File: src/rtl/mso_pkg.sv
package mso_pkg;
   localparam int MSO_MAX_HALF = 20;

   typedef logic [2:0] mso_rate_t;

   // half-period of the output clock in system cycles, one point inside each band
   function automatic int half_len(input mso_rate_t code);
      case (code)
         3'd0:    half_len = 1;
         3'd1:    half_len = 3;
         3'd2:    half_len = 5;
         3'd3:    half_len = 7;
         3'd4:    half_len = 9;
         3'd5:    half_len = 13;
         3'd6:    half_len = 17;
         default: half_len = MSO_MAX_HALF;
      endcase
   endfunction
endpackage

File: src/rtl/mso_fifo.sv
module mso_fifo #(
   parameter int W     = 10,
   parameter int DEPTH = 4
) (
   input  logic         clk,
   input  logic         rst_n,
   input  logic         wr_en,
   input  logic [W-1:0] wr_data,
   input  logic         rd_en,
   output logic [W-1:0] rd_data,
   output logic         empty,
   output logic         full
);
   localparam int AW = (DEPTH > 1) ? $clog2(DEPTH) : 1;
   localparam int CW = $clog2(DEPTH + 1);

   if ((1 << AW) != DEPTH) begin : g_depth_chk
      $error("mso_fifo: DEPTH must be a power of two");
   end

   logic [W-1:0]  mem [DEPTH];
   logic [AW-1:0] wp, rp;
   logic [CW-1:0] cnt;
   logic          wr_ok, rd_ok;

   assign empty   = (cnt == '0);
   assign full    = (cnt == CW'(DEPTH));
   assign wr_ok   = wr_en && !full;
   assign rd_ok   = rd_en && !empty;
   assign rd_data = mem[rp];

   always_ff @(posedge clk) begin
      if (wr_ok) mem[wp] <= wr_data;
   end

   always_ff @(posedge clk or negedge rst_n) begin
      if (!rst_n) begin
         wp  <= '0;
         rp  <= '0;
         cnt <= '0;
      end else begin
         if (wr_ok) wp <= wp + 1'b1;
         if (rd_ok) rp <= rp + 1'b1;
         cnt <= cnt + CW'(wr_ok) - CW'(rd_ok);
      end
   end
endmodule

File: src/rtl/mso_clkdiv.sv
module mso_clkdiv #(
   parameter int CNT_W = 5
) (
   input  logic            clk,
   input  logic            rst_n,
   input  mso_pkg::mso_rate_t rate,
   output logic            ph,
   output logic            boundary
);
   logic [CNT_W-1:0] cnt;
   logic [CNT_W-1:0] half_m1;
   logic             wrap;

   assign half_m1  = CNT_W'(mso_pkg::half_len(rate) - 1);
   assign wrap     = (cnt >= half_m1);
   assign boundary = wrap && ph;

   always_ff @(posedge clk or negedge rst_n) begin
      if (!rst_n) begin
         cnt <= '0;
         ph  <= 1'b0;
      end else if (wrap) begin
         cnt <= '0;
         ph  <= ~ph;
      end else begin
         cnt <= cnt + 1'b1;
      end
   end
endmodule

File: src/rtl/mso_stream_out.sv
module mso_stream_out #(
   parameter int DATA_W = 8,
   parameter int DEPTH  = 4,
   parameter int CNT_W  = 5
) (
   input  logic              clk,
   input  logic              rst_n,
   input  logic              in_valid,
   input  logic [DATA_W-1:0] in_data,
   input  logic              in_sop,
   input  logic              in_err,
   input  logic              cfg_oe,
   input  logic              cfg_serial,
   input  logic              cfg_clk_cont,
   input  logic              cfg_clk_fall,
   input  logic              cfg_sync_low,
   input  logic              cfg_valid_low,
   input  logic              cfg_err_low,
   input  logic [2:0]        cfg_rate,
   output logic              ts_clk,
   output logic [DATA_W-1:0] ts_data,
   output logic              ts_sync,
   output logic              ts_valid,
   output logic              ts_err,
   output logic              ovf
);
   localparam int ENT_W = DATA_W + 2;
   localparam int BIT_W = $clog2(DATA_W);

   if (DATA_W < 2) begin : g_dw_chk
      $error("mso_stream_out: DATA_W must be at least 2");
   end
   if (DEPTH < 2) begin : g_depth_chk
      $error("mso_stream_out: DEPTH must be at least 2");
   end
   if ((1 << CNT_W) <= mso_pkg::MSO_MAX_HALF) begin : g_cnt_chk
      $error("mso_stream_out: CNT_W too narrow for the slowest rate");
   end

   // FIFO entry: {sop, err, data}
   logic [ENT_W-1:0]  wr_ent, rd_ent;
   logic              empty, full, rd_en;
   logic              cur_err;
   logic              ph, boundary;
   logic              act, sop_q, err_q;
   logic [DATA_W-1:0] sh;
   logic [BIT_W-1:0]  bits_left;
   logic              mid_byte;

   assign wr_ent = {in_sop, (in_sop ? in_err : cur_err), in_data};

   always_ff @(posedge clk or negedge rst_n) begin
      if (!rst_n)                cur_err <= 1'b0;
      else if (in_valid && in_sop) cur_err <= in_err;
   end

   mso_fifo #(.W(ENT_W), .DEPTH(DEPTH)) u_fifo (
      .clk     (clk),
      .rst_n   (rst_n),
      .wr_en   (in_valid),
      .wr_data (wr_ent),
      .rd_en   (rd_en),
      .rd_data (rd_ent),
      .empty   (empty),
      .full    (full)
   );

   mso_clkdiv #(.CNT_W(CNT_W)) u_div (
      .clk      (clk),
      .rst_n    (rst_n),
      .rate     (cfg_rate),
      .ph       (ph),
      .boundary (boundary)
   );

   assign mid_byte = cfg_serial && act && (bits_left != '0);
   assign rd_en    = boundary && !mid_byte && cfg_oe && !empty;

   always_ff @(posedge clk or negedge rst_n) begin
      if (!rst_n) begin
         act       <= 1'b0;
         sop_q     <= 1'b0;
         err_q     <= 1'b0;
         sh        <= '0;
         bits_left <= '0;
      end else if (boundary) begin
         if (mid_byte) begin
            sh        <= sh << 1;
            bits_left <= bits_left - 1'b1;
            sop_q     <= 1'b0;
         end else if (rd_en) begin
            sh        <= rd_ent[DATA_W-1:0];
            err_q     <= rd_ent[DATA_W];
            sop_q     <= rd_ent[DATA_W+1];
            act       <= 1'b1;
            bits_left <= cfg_serial ? BIT_W'(DATA_W - 1) : '0;
         end else begin
            act <= 1'b0;
         end
      end
   end

   always_ff @(posedge clk or negedge rst_n) begin
      if (!rst_n) ovf <= 1'b0;
      else        ovf <= in_valid && full;
   end

   // pin stage
   logic [DATA_W-1:0] data_sel;

   if (DATA_W > 1) begin : g_serial_pad
      assign data_sel = cfg_serial ? {{(DATA_W-1){1'b0}}, sh[DATA_W-1]} : sh;
   end

   always_comb begin
      if (!cfg_oe) begin
         ts_clk   = 1'b0;
         ts_data  = '0;
         ts_sync  = 1'b0;
         ts_valid = 1'b0;
         ts_err   = 1'b0;
      end else begin
         ts_clk   = (cfg_clk_cont || act) ? (ph ^ cfg_clk_fall) : cfg_clk_fall;
         ts_data  = act ? data_sel : '0;
         ts_sync  = (act && sop_q) ^ cfg_sync_low;
         ts_valid = act ^ cfg_valid_low;
         ts_err   = (act && err_q) ^ cfg_err_low;
      end
   end
endmodule

File: config.mk
export PLATFORM = sky130hd
export DESIGN_NAME = mso_stream_out
export DESIGN_NICKNAME = d
export VERILOG_FILES = /design/src/rtl/mso_pkg.sv /design/src/rtl/mso_fifo.sv /design/src/rtl/mso_clkdiv.sv /design/src/rtl/mso_stream_out.sv
export SDC_FILE = /design/constraint.sdc
export NUM_CORES = 1
export LEC_CHECK = 0
export BUFFER_PORTS_ARGS = -buffer_cell sky130_fd_sc_hd__buf_4
export CAP_MARGIN = 20
export CORE_MARGIN = 2
export CORE_UTILIZATION = 45
export DETAILED_ROUTE_END_ITERATION = 7
export GPL_ROUTABILITY_DRIVEN = 0
export GPL_TIMING_DRIVEN = 0
export RECOVER_POWER = 25
export SLEW_MARGIN = 20
export SYNTH_ARGS = -nofsm -noshare
export SYNTH_HDL_FRONTEND = slang
export SYNTH_SLANG_ARGS = --single-unit
File: constraint.sdc
create_clock -name clk -period 4.18 [get_ports clk]
set_input_delay 0.836 -clock clk [delete_from_list [all_inputs] [get_ports clk]]
set_output_delay 0.836 -clock clk [all_outputs]
set_load 0.005 [all_outputs]
==> reports/metrics.csv <==
metric;value;unit
Max Cap Viol;1;
Ys Warns;0;
Peak Freq;0.308;GHz
Core Area;6830;µm²
Synth Area per Inst;14.4;µm²
Antenna Violating Nets Remaining;0;
type of the most critical hold path;flip-flop to flip-flop;
dominant synthesized flop cell;edfxtp_1;
final non-filler cell total;367;
Synth area leader;edfxtp_1;
worst slew pin tran;1.62;ns
IO Port Bufs;34;
clk root buf;clkbuf_8;
die area;7760;µm²
RSZ-0062 raised after global routing;no;
overall routing resource usage;15.8;%
top cell family by delay on the critical path;adder cells;
Max Clock Skew;0.00920;ns
placed insts;351;
die width;88.1;µm
fin crit period;3.25;ns
post-synth cell types;35;
mean routed wirelength per cell;14.7;µm
Worst VDD drop;281;µV
number of flops mapped to enable cells by yosys;40;
final hold viol count;0;
Worst setup SP type;input port;
CTS-repair resized insts;0;
Via Count;1808;
CTS tree;built;
ranking of synthesized cells by area;edfxtp_1 (38%), dfrtp_1 (23%), mux4_2 (7.1%), ha_1 (5.5%), mux2i_1 (3.5%);
Final Max Slew Viols;30;
Final Setup Violations;0;
Area Overhead vs Synth;18.4;%
die height;88.1;µm
nets@finish;304;
DRC;0;
Max clock buf depth;2;
maximum number of pins on one net before global-route repair;30;
Tot Pwr;0.00252;W
outcome;complete, but fails checks;
final core occ;55.1;%
CTS sink count;69;
failing checks;max-capacitance violations, max-slew violations;
Ports;36;
hold path cells;1;
mean number of vias per cell;4.93;
grt total ovfl;0;
Critical path buffers and inverters;3;
Critical Path Most Common Cell;ha_1;
worst path cell trace;buf_4 -> mux2_2 -> ha_1 -> a21o_1 -> a31oi_1 -> o21ai_1 -> and2_4 -> buf_6 -> ha_1 -> inv_1 -> ha_1 -> fa_1 -> xnor2_1;
Seq cells post-synth;69;
# diodes;0;
first-pass GRT wire length;8890;µm
Final period util;77.7;%
Leak;1.59;nW
post-synthesis compound-gate area fraction;4.88;%
largest family of logic cells by synthesized area;multiplexers;
Hold Buf Count CTS;0;
cells after synthesis;221;
Synth top area share;37.8;%
vias in the first global route;1805;
syn nets;259;
CTS Buf Count;9;
nature of the critical path endpoint;flip-flop;
Seq/Total Area, Yosys;60.6;%
Crit Path Class;input port to flip-flop;
Post-synth top cells;edfxtp_1 (40), dfrtp_1 (29), and2_1 (15), nand2_1 (15), ha_1 (14);
PD cells;668;nW/µm²
xor-xnor portion of the synthesized cell area;3.58;%
crit path max fanout;8;
1st-pass router iterations;4;
Final Routed Wirelength;5390;µm
WP data required;4.41;ns
final setup TNS;0;ns
multiplexer area fraction after synthesis;12.1;%
FFs w/ async S/R, synth;42.0;%
Netlist Area Pre-Place;3180;µm²
Initial Util;46.6;%
Worst-path clk slew;0.07;ns
Synth Area in Simple Gates;9.28;%
worst skew pair latency;0.34;ns
Final HPWL DP;3780;µm
Crit-path slowest cell;fa_1;
slowest stage delay, CP;0.37;ns
H-Tree Depth;3;
critical path depth;13;
Core Rows;30;
most frequent cell after synthesis;edfxtp_1;
FF-to-FF path depth;11;
antenna violations before repair;0;
WP data arrival;3.48;ns
total setup buffers inserted after CTS;0;
initial DRC count;72;
slew margin rel.;-7.99;%
share of cells above drive strength 1;26.6;%
post-synthesis adder-cell area fraction;6.14;%
==> worst paths after layout <==
check	start	end	slack, ns
setup / recovery	cfg_rate[1]	u_fifo.cnt[2]	0.93
hold reg to reg	u_div.cnt[0]	u_div.cnt[0]	0.50
max in group asynchronous	rst_n	u_div.ph	2.34
hold / removal	u_div.cnt[0]	u_div.cnt[0]	0.50
min in group asynchronous	rst_n	u_div.cnt[2]	0.89
setup reg to reg	u_div.cnt[2]	u_fifo.cnt[2]	1.39
==> where the power goes <==
part	leakage (nW)	switching, W	internal [W]
combinational	0.761	0.000435	0.000408
sequential	0.713	0.000118	0.000942
clock	0.115	0.000270	0.000345
==> state kept, by name, summed over array words and instances, names as in the netlist <==
name / count
u_div.ph: 1
sh: 8
u_fifo.wp: 2
u_fifo.rp: 2
ovf: 1
err_q: 1
cur_err: 1
u_fifo.mem: 40
u_div.cnt: 5
u_fifo.cnt: 3
bits_left: 3
act: 1
sop_q: 1
==> kinds of logic (layout without fill, tap and decap cells) <==
| logic type | count (synthesis) | count (layout) |
|---|---|---|
| compound gates | 25 | 25 |
| xor+xnor | 13 | 13 |
| fa+ha+maj | 15 | 15 |
| buf+inv | 22 | 72 |
| flops | 69 | 69 |
| mux | 25 | 25 |
| simple gates | 52 | 52 |
==> worst register-to-register path: cells and delay by family (launching register included) <==
kind            cells  cell delay [ns]
flops               1             0.42
compound gates      3             0.58
simple gates        1             0.23
fa+ha+maj           4             1.15
xor+xnor            1             0.13
buf+inv             2             0.16
==> layout by cell type, fill, tap and decap left out, types with 7 or more instances in the layout <==
master,instances
inv_1,13
xnor2_1,7
a21oi_1,8
clkbuf_8,9
mux2i_1,11
nor2_1,8
buf_4,29
edfxtp_1,40
a31oi_1,8
mux4_2,10
nand2_1,15
clkbuf_1,7
and2_1,15
dfrtp_1,29
ha_1,14
==> per-stage QoR <==
| step | hold slack [ns] | worst slack, ns | instance area (µm²) |
|---|---|---|---|
| floorplan | 0.455 | 0.916 | 3180 |
| global placement | 0.484 | 0.568 | 3560 |
| detailed placement | 0.492 | 0.559 | 3560 |
| CTS | 0.410 | 0.930 | 3780 |
| global route | 0.531 | 0.788 | 3760 |
| finish | 0.499 | 0.931 | 3760 |
==> per-layer routing <==
metal	share of wire, %	vias up	global-route usage, %
met1	46	877	20.3
li1	-	887	-
met4	1.7	0	7.02
met5	0	-	0
met3	4.4	8	4.52
met2	48	36	25.2
==> cell type report <==
cell class	instances	area, µm²
repair buffers	34	236
clock inverters	7	104
flip-flops and latches	69	1930
well taps	96	120
multi-input cells	130	1140
plain buffers	9	61.3
clock buffers	9	124
fillers	615	3070
inverters	13	48.8
Power figures use the tool's default switching activity.
